**src/rtl/pwm_pkg.sv**
```systemverilog
`timescale 1ns/1ps
package pwm_pkg;
    typedef enum logic [1:0] {
        ST_IDLE  = 2'd0,
        ST_RUN   = 2'd1,
        ST_DRAIN = 2'd2
    } pwm_state_e;

    localparam logic [1:0] ADDR_CTRL   = 2'd0;
    localparam logic [1:0] ADDR_DUTY   = 2'd1;
    localparam logic [1:0] ADDR_PERIOD = 2'd2;

    localparam int PRE_W     = 6;
    localparam int STOP_BIT  = 6;
    localparam int FORCE_BIT = 16;
endpackage

```
**src/rtl/pwm_regfile.sv**
```systemverilog
`timescale 1ns/1ps
module pwm_regfile
    import pwm_pkg::*;
#(
    parameter int CNT_W = 8
) (
    input  logic               clk,
    input  logic               rst_n,
    input  logic               wr_en,
    input  logic [1:0]         addr,
    input  logic [31:0]        wr_data,
    output logic [31:0]        rd_data,
    output logic [PRE_W-1:0]   prescale,
    output logic               abrupt,
    output logic [CNT_W-1:0]   duty,
    output logic               force_hi,
    output logic [CNT_W-1:0]   period
);
    logic unused_wr_bits;
    assign unused_wr_bits = ^{wr_data[31:FORCE_BIT+1], wr_data[FORCE_BIT-1:STOP_BIT+1]};

    always_ff @(posedge clk) begin
        if (!rst_n) begin
            prescale <= '0;
            abrupt   <= 1'b0;
            duty     <= '0;
            force_hi <= 1'b0;
            period   <= '0;
        end else if (wr_en) begin
            case (addr)
                ADDR_CTRL: begin
                    prescale <= wr_data[PRE_W-1:0];
                    abrupt   <= wr_data[STOP_BIT];
                end
                ADDR_DUTY: begin
                    duty     <= wr_data[CNT_W-1:0];
                    force_hi <= wr_data[FORCE_BIT];
                end
                ADDR_PERIOD: period <= wr_data[CNT_W-1:0];
                default: ;
            endcase
        end
    end

    always_comb begin
        rd_data = '0;
        case (addr)
            ADDR_CTRL: begin
                rd_data[PRE_W-1:0] = prescale;
                rd_data[STOP_BIT]  = abrupt;
            end
            ADDR_DUTY: begin
                rd_data[CNT_W-1:0] = duty;
                rd_data[FORCE_BIT] = force_hi;
            end
            ADDR_PERIOD: rd_data[CNT_W-1:0] = period;
            default: rd_data = '0;
        endcase
    end
endmodule

```
**src/rtl/pwm_prescaler.sv**
```systemverilog
`timescale 1ns/1ps
module pwm_prescaler #(
    parameter int W = 6
) (
    input  logic         clk,
    input  logic         rst_n,
    input  logic         clear,
    input  logic         run,
    input  logic [W-1:0] div,
    output logic [W-1:0] cnt,
    output logic         tick
);
    assign tick = run && (cnt >= div);

    always_ff @(posedge clk) begin
        if (!rst_n || clear) begin
            cnt <= '0;
        end else if (run) begin
            cnt <= tick ? '0 : cnt + 1'b1;
        end
    end
endmodule

```
**src/rtl/pwm_period.sv**
```systemverilog
`timescale 1ns/1ps
module pwm_period #(
    parameter int CNT_W = 8
) (
    input  logic             clk,
    input  logic             rst_n,
    input  logic             load,
    input  logic             tick,
    input  logic [CNT_W-1:0] prog_duty,
    input  logic             prog_force,
    input  logic [CNT_W-1:0] prog_period,
    output logic [CNT_W-1:0] cnt,
    output logic [CNT_W-1:0] act_duty,
    output logic             act_force,
    output logic             wrap
);
    logic [CNT_W-1:0] act_period;
    logic [CNT_W-1:0] last;

    assign last = (act_period == '0) ? '0 : act_period - 1'b1;
    assign wrap = tick && (cnt >= last);

    always_ff @(posedge clk) begin
        if (!rst_n) begin
            cnt        <= '0;
            act_duty   <= '0;
            act_force  <= 1'b0;
            act_period <= '0;
        end else if (load || wrap) begin
            cnt        <= '0;
            act_duty   <= prog_duty;
            act_force  <= prog_force;
            act_period <= prog_period;
        end else if (tick) begin
            cnt <= cnt + 1'b1;
        end
    end
endmodule

```
**src/rtl/pwm_chan.sv**
```systemverilog
`timescale 1ns/1ps
module pwm_chan
    import pwm_pkg::*;
#(
    parameter int CNT_W = 8
) (
    input  logic        clk,
    input  logic        rst_n,
    input  logic        wr_en,
    input  logic [1:0]  addr,
    input  logic [31:0] wr_data,
    output logic [31:0] rd_data,
    input  logic        clk_en,
    output logic        pwm_out
);
    pwm_state_e         state, state_nx;
    logic [PRE_W-1:0]   prescale;
    logic               abrupt;
    logic [CNT_W-1:0]   prog_duty;
    logic               prog_force;
    logic [CNT_W-1:0]   prog_period;
    logic [PRE_W-1:0]   pre_cnt;
    logic               tick;
    logic [CNT_W-1:0]   per_cnt;
    logic [CNT_W-1:0]   act_duty;
    logic               act_force;
    logic               wrap;
    logic               running;
    logic               start;

    assign running = (state != ST_IDLE);
    assign start   = (state == ST_IDLE) && clk_en;

    pwm_regfile #(.CNT_W(CNT_W)) u_regs (
        .clk(clk), .rst_n(rst_n), .wr_en(wr_en), .addr(addr),
        .wr_data(wr_data), .rd_data(rd_data),
        .prescale(prescale), .abrupt(abrupt),
        .duty(prog_duty), .force_hi(prog_force), .period(prog_period)
    );

    pwm_prescaler #(.W(PRE_W)) u_pre (
        .clk(clk), .rst_n(rst_n), .clear(!running), .run(running),
        .div(prescale), .cnt(pre_cnt), .tick(tick)
    );

    pwm_period #(.CNT_W(CNT_W)) u_per (
        .clk(clk), .rst_n(rst_n), .load(start), .tick(tick),
        .prog_duty(prog_duty), .prog_force(prog_force), .prog_period(prog_period),
        .cnt(per_cnt), .act_duty(act_duty), .act_force(act_force), .wrap(wrap)
    );

    // state register
    always_ff @(posedge clk) begin
        if (!rst_n) state <= ST_IDLE;
        else        state <= state_nx;
    end

    // transitions: START, HARD_STOP, SOFT_STOP, DRAIN_DONE
    always_comb begin
        state_nx = state;
        unique case (state)
            ST_IDLE:  if (clk_en) state_nx = ST_RUN;
            ST_RUN: begin
                if (!clk_en) begin
                    if (abrupt || wrap) state_nx = ST_IDLE;
                    else                state_nx = ST_DRAIN;
                end
            end
            ST_DRAIN: if (wrap) state_nx = ST_IDLE;
            default:  state_nx = ST_IDLE;
        endcase
    end

    // output process
    always_comb begin
        pwm_out = 1'b0;
        unique case (state)
            ST_RUN, ST_DRAIN: pwm_out = act_force || (per_cnt < act_duty);
            default:          pwm_out = 1'b0;
        endcase
    end
endmodule

```
**config.mk**
```make
export PLATFORM = sky130hd
export DESIGN_NAME = pwm_chan
export DESIGN_NICKNAME = d
export VERILOG_FILES = /design/src/rtl/pwm_pkg.sv /design/src/rtl/pwm_regfile.sv /design/src/rtl/pwm_prescaler.sv /design/src/rtl/pwm_period.sv /design/src/rtl/pwm_chan.sv
export SDC_FILE = /design/constraint.sdc
export NUM_CORES = 1
export LEC_CHECK = 0
export CORE_MARGIN = 3
export CORE_UTILIZATION = 50
export CTS_CLUSTER_SIZE = 12
export DETAILED_ROUTE_END_ITERATION = 10
export PLACE_DENSITY = 0.78
export SETUP_SLACK_MARGIN = 0.15
export SLEW_MARGIN = 30
export SYNTH_ARGS = -nofsm -noshare
export SYNTH_HDL_FRONTEND = slang
export SYNTH_SLANG_ARGS = --single-unit
```
**constraint.sdc**
```tcl
create_clock -name clk -period 3.9 [get_ports clk]
set_input_delay 0.78 -clock clk [delete_from_list [all_inputs] [get_ports clk]]
set_output_delay 0.78 -clock clk [all_outputs]
set_load 0.005 [all_outputs]
```
* Word-level counts from Yosys, hierarchy flattened
Cells that the tools add are included.
Cells by class: multiplexer cells 11, order comparisons 3, add/sub/neg operators 3, reductions and logical operators 19, eq/ne operators 7, bitwise logic cells 1
Operator list (number):
- 7-bit one-hot mux with 3 select lines | 1
- 8-bit by 1-bit adder with 8-bit output (second input constant) | 1
- 8-bit >= comparator | 1
- 8-bit zero test | 1
- 8-bit less-than comparator | 1
- 2-bit 2-to-1 mux | 4
- 8-bit 2-to-1 mux | 1
- 8-bit by 1-bit subtractor with 8-bit output (second input constant) | 1
- 6-bit by 1-bit adder with 6-bit output (second input constant) | 1
- 6-bit >= comparator | 1
- 6-bit 2-to-1 mux | 1
- 2-bit one-hot mux with 3 select lines | 1
- 2-bit AND reduction | 3
- 2-bit by 1-bit == test with 1-bit output (second input constant) | 2
- 2-bit == test (second input constant) | 2
- 2-bit zero test | 2
- 1-bit logical OR | 4
- 2-bit inequality test (second input constant) | 2
- 2-bit OR reduction | 2
- 1-bit logical AND | 3
- 3-bit AND reduction | 1
- 1-bit zero test | 2
- 1-bit 2-to-1 mux | 2
- 2-bit by 1-bit inequality test with 1-bit output (second input constant) | 1
- 3 further kinds | 3
Word-level totals: input bits 38, logic and storage cells 55, register bits after elaboration 57, output and inout port bits 33

* Longest topological paths before layout
depth in word-level cells 8, depth in mapped cells 14, depth with buffers taken out 12

* Hierarchy
Synthesis repeated with hierarchy kept, for this count alone.
Unflattened totals: cells, all modules 401, area, all modules 3608.5 µm²
By module, submodules not included:
- pwm_regfile | sequential area each 480.5 µm², cells an instance 158, area an instance 1462.7 µm², times used 1
- pwm_period | sequential area each 500.5 µm², cells an instance 155, area an instance 1370.1 µm², times used 1
- pwm_prescaler | sequential area each 120.1 µm², cells an instance 46, area an instance 436.7 µm², times used 1
- pwm_chan | sequential area each 40.0 µm², cells an instance 42, area an instance 339.1 µm², times used 1

* Worst setup path after synthesis
No wires, ideal clock.
path kind flip-flop to flip-flop, start point reg u_per.act_period[0], end point reg u_per.act_duty[7], setup slack 0.960 ns, setup time 0.118 ns, cell stages (with the launch flop) 15, data required time 3.782 ns, clock period less this slack 2.940 ns, arrival time 2.821 ns, path buffers 2, cells stage by stage dfxtp_1 > inv_1 > ha_1 > nor2b_1 > nand3b_1 > or3_1 > and2_1 > ha_1 > nand2b_1 > a21oi_2 > o31a_4 > a211o_1 > buf_6 > buf_12 > mux2i_1
Between the ends: longest elaborated chain between the ends 5, elaborated cells between the ends (all ways) 6, classes of those cells 1 x add/sub; 1 x order compare; 1 x mux; 3 x reduce/logical
Ends and longest elaborated chain:
- start: declaration | line pwm_period.sv:17 | logic [CNT_W-1:0] act_period;
- start signal: assignment | line pwm_period.sv:33 | act_period <= prog_period;
- 8-bit by 1-bit subtractor with 8-bit output / 8-bit zero test (equally long branches) | line pwm_period.sv:20 | assign last = (act_period == '0) ? '0 : act_period - 1'b1;
- 8-bit 2-to-1 mux (*) | line pwm_period.sv:20
- 8-bit >= comparator (*) | line pwm_period.sv:21 | assign wrap = tick && (cnt >= last);
- 1-bit logical AND (*) | line pwm_period.sv:21
- 1-bit logical OR (*) | line pwm_period.sv:29 | end else if (load || wrap) begin
- end signal: assignment | line pwm_period.sv:31 | act_duty <= prog_duty;
- end: declaration | line pwm_period.sv:13 | output logic [CNT_W-1:0] act_duty,
Mark *: on every way between the ends. The rest lies on a longest branch, timed or not. A chain may end at the register's enable or synchronous reset.

* Worst setup path in the final report
start point in addr[1], end point out rd_data[7]
Between the ends: longest elaborated chain between the ends 2, elaborated cells between the ends (all ways) 3, classes of those cells 2 x eq/ne; 1 x mux
Ends and longest elaborated chain:
- start: declaration | line pwm_chan.sv:10 | input logic [1:0] addr,
- 2-bit == test / 2-bit by 1-bit == test with 1-bit output (equally long branches) | line pwm_regfile.sv:47 | case (addr)
- 1-bit one-hot mux with 2 select lines (*) | line pwm_regfile.sv:47
- end: declaration | line pwm_chan.sv:12 | output logic [31:0] rd_data,
Marks and branches as above.

==> run summary <==
status: complete, no violations
DIE AREA: 0.00810 sq mm
vias per cell: 5.45
CP Buf/Inv Count: 3
Hold Path End: u_pre.cnt[0]$_SDFFE_PP0N_
Slew Viols, Final: 0
Synth Area in Compound Gates: 16.0%
max capacitance violation total: 0
syn_area_per_cell: 8.10 sq um
Switch Pwr: 0.000612 W
sequential area share after synthesis: 32.3%
global-route wire length before repair: 13,000 um
delay-heaviest family, CP: buffers and inverters
largest net degree at the start of global routing: 67
most common cell after layout, fill and taps aside: nand2_1
Hold WC Path Type: reg2reg
Setup WS pre-CTS: 313 ps
fin nets: 521
Die Wd: 90.0 um
ys async rst share: 0%
hold path cells: 1
slowest stage cell, crit path: ha_1
row count: 29
Setup Viol. Count Final: 0
fin worst setup slack: 269 ps
FF-to-FF End: u_per.act_period[0]$_SDFFE_PN0P_
Num CTS Buffers: 9
WS Path Type: in2out
Worst Setup SP: addr[1]
layout cells sized above 1: 5.04%
largest family of logic cells by synthesized area: simple AND/OR/NAND/NOR gates
FF-to-FF Start: u_per.act_period[0]$_SDFFE_PN0P_
ys flop type: dfxtp_1
relative slew slack: 53.8%
Port Buf Inserts: 24
Clk pwr share: 28.9%
RSZ-0062 raised after global routing: no
post-DP HPWL: 5440 um
area of the mapped netlist: 0.00353 sq mm
Routed Antenna Nets: 0
adder-cell share of the synthesized area: 11.0%
TritonCTS sink count: 57
Max IR drop VDD: 0.276 mV
Synth warnings: 0
global route total overflow: 0
Post-synth EDFFs: 0
Final TNS setup: 0 ps
Final Skew: 6.95 ps
crit path time final: 3630 ps
CORE AREA: 0.00660 sq mm
Leak Pwr: 1.50 nW
Netlist cell types: 46
reg2reg path depth: 13
switch share: 35.0%
TritonRoute pass-1 iters: 5
worst skew pair latency: 330 ps
Flop pwr share: 36.7%
WHS: 455 ps
# diodes: 0
Final Power: 0.00175 W
CP Max Fanout: 18
initial antenna violation count: 0
min-delay src: u_pre.cnt[0]$_SDFFE_PP0N_
Comb power frac: 34.4%
GPL Wtd Cong: 0.862
CP dominant cell by count: clkdlybuf4s50_1
Overall Global Routing Usage: 19.2%
setup repair bufs after CTS: 0
vias: 2,991
critical-path cell list: clkdlybuf4s50_1, inv_1, ha_1, a22oi_1, nor2b_1, clkdlybuf4s50_1
Least-Margin Pin Slew: 694 ps
initial core utilization: 53.4%
WP data arrival: 2850 ps
R2R setup slack: 610 ps
WL final: 7500 um
Fin. Hold Viols: 0
post-synthesis cell count: 436
synthesis-to-finish area growth: 10.3%
PostCTS Resize Cnt: 0
commonest non-fill, non-tap cells in the layout: 79 x nand2_1, 57 x dfxtp_1, 31 x ha_1, 30 x nand3_1, 24 x a21boi_0
# hold bufs at CTS: 0
post-synthesis register bit count: 57
fmax: 275 MHz
proportion of synthesized area in mux cells: 5.39%
H-tree depth: 3
Fillers: 607
CP startpoint kind: primary input
CP peak stage delay: 610 ps
Die Span Y: 90.0 um
Final period util: 93.1%
crit end category: output port
Clock Pin Slew Worst Setup and Hold Paths: 60 ps
Worst EP required: 3120 ps
Pwr Density: 448 mW/mm^2
XOR/XNOR Fraction of Synth Area: 1.74%
CTS tree: yes
per-cell routed wire length: 13.7 um
simple-gate share of the synthesized area: 23.1%
CTS root buf: clkbuf_8
IO Pins: 71
vias in the first global route: 2,796
Clock Path Buffers: 2
Int Power: 0.00113 W
# DRC: 0
Iteration-0 DRC Markers: 178
worst max-delay path by stage:
| stage | end | slack, ps | cells past startpoint |
|---|---|---|---|
| floorplan | u_per.act_duty[7]$_SDFFE_PN0P_ | 960 | 14 |
| global placement | rd_data[0] | 340 | 6 |
| detailed placement | rd_data[7] | 310 | 6 |
| CTS | rd_data[0] | 290 | 6 |
| global route | rd_data[0] | 180 | 6 |
| finish | rd_data[7] | 270 | 6 |
cells in the mapped netlist (2+ instances only):
cell | instances | area share [%]
mux2i_1 | 19 | 5.4
a222oi_1 | 7 | 2.0
dfxtp_1 | 57 | 32
or3_1 | 2 | 0.35
o211ai_1 | 5 | 1.1
nor2_1 | 22 | 2.3
ha_1 | 31 | 11
o21a_1 | 2 | 0.43
xnor2_1 | 3 | 0.74
o21ai_0 | 9 | 1.3
a211oi_1 | 3 | 0.64
buf_4 | 23 | 4.9
a21boi_0 | 24 | 5.1
a21o_1 | 3 | 0.64
a21oi_1 | 12 | 1.7
nand2_1 | 79 | 8.4
and2_1 | 5 | 0.89
o31ai_1 | 2 | 0.43
nand2b_1 | 4 | 0.71
nor2b_1 | 6 | 1.1
xor2_1 | 4 | 0.99
nand3_1 | 30 | 4.3
nand4_1 | 11 | 1.9
and3_1 | 3 | 0.53
clkbuf_1 | 17 | 1.8
nor3_1 | 7 | 0.99
nor3b_1 | 3 | 0.64
a211o_1 | 2 | 0.50
a21oi_2 | 2 | 0.50
buf_2 | 2 | 0.28
inv_1 | 22 | 2.3
cells by family (layout without fill, tap and decap cells):
family / Yosys count / count (layout)
muxes: 19 / 19
buffers and inverters: 67 / 65
and+or+nand+nor: 177 / 177
AOI/OAI and AO/OA: 77 / 77
xor gates and xnor gates: 7 / 7
other: 1 / 23
DFF: 57 / 57
adders and majority gates: 31 / 31
per-stage QoR:
stage | util, % | instances | instance area [sq um]
floorplan | - | 458 | 3610
global placement | 56.2 | 534 | 3710
detailed placement | 56.2 | 534 | 3710
CTS | 59.0 | 549 | 3890
global route | 59.0 | 549 | 3890
finish | 59.0 | 549 | 3890
power groups by stage:
stage	Sequential (W)	Clock (W)	Combinational, W
global placement	0.000653	0	0.000585
global route	0.000645	0.000547	0.000668
floorplan	0.000645	0	0.000539
CTS	0.000641	0.000510	0.000599
detailed placement	0.000654	0	0.000595
finish	0.000641	0.000504	0.000601
final cells by class:
class	instances	area, sq um	share of cell area [%]
clock buffers	13	169	4.34
clock inverters	2	12.5	0.321
inverters	22	82.6	2.12
multi-input cells	334	2110	54.1
flip-flops and latches	57	1140	29.3
well taps	93	116	2.99
repair buffers	28	265	6.81
per-layer routing:
metal	up-vias	wire length, um	part of all wire (%)	GRT usage (%)
li1	1507	-	-	-
met1	1390	3570	48	25.2
met2	87	3540	47	31.6
met3	7	316	4.2	4.42
met4	0	74	0.99	5.23
met5	-	0	0	0
state kept, by name, indices dropped and copies added (netlist names):
name              count
u_regs.duty           8
u_pre.cnt             6
u_regs.force_hi       1
u_per.act_duty        8
state                 2
u_regs.period         8
u_per.cnt             8
u_per.act_force       1
u_regs.prescale       6
u_per.act_period      8
u_regs.abrupt         1
(Power assumes the default switching activity.)
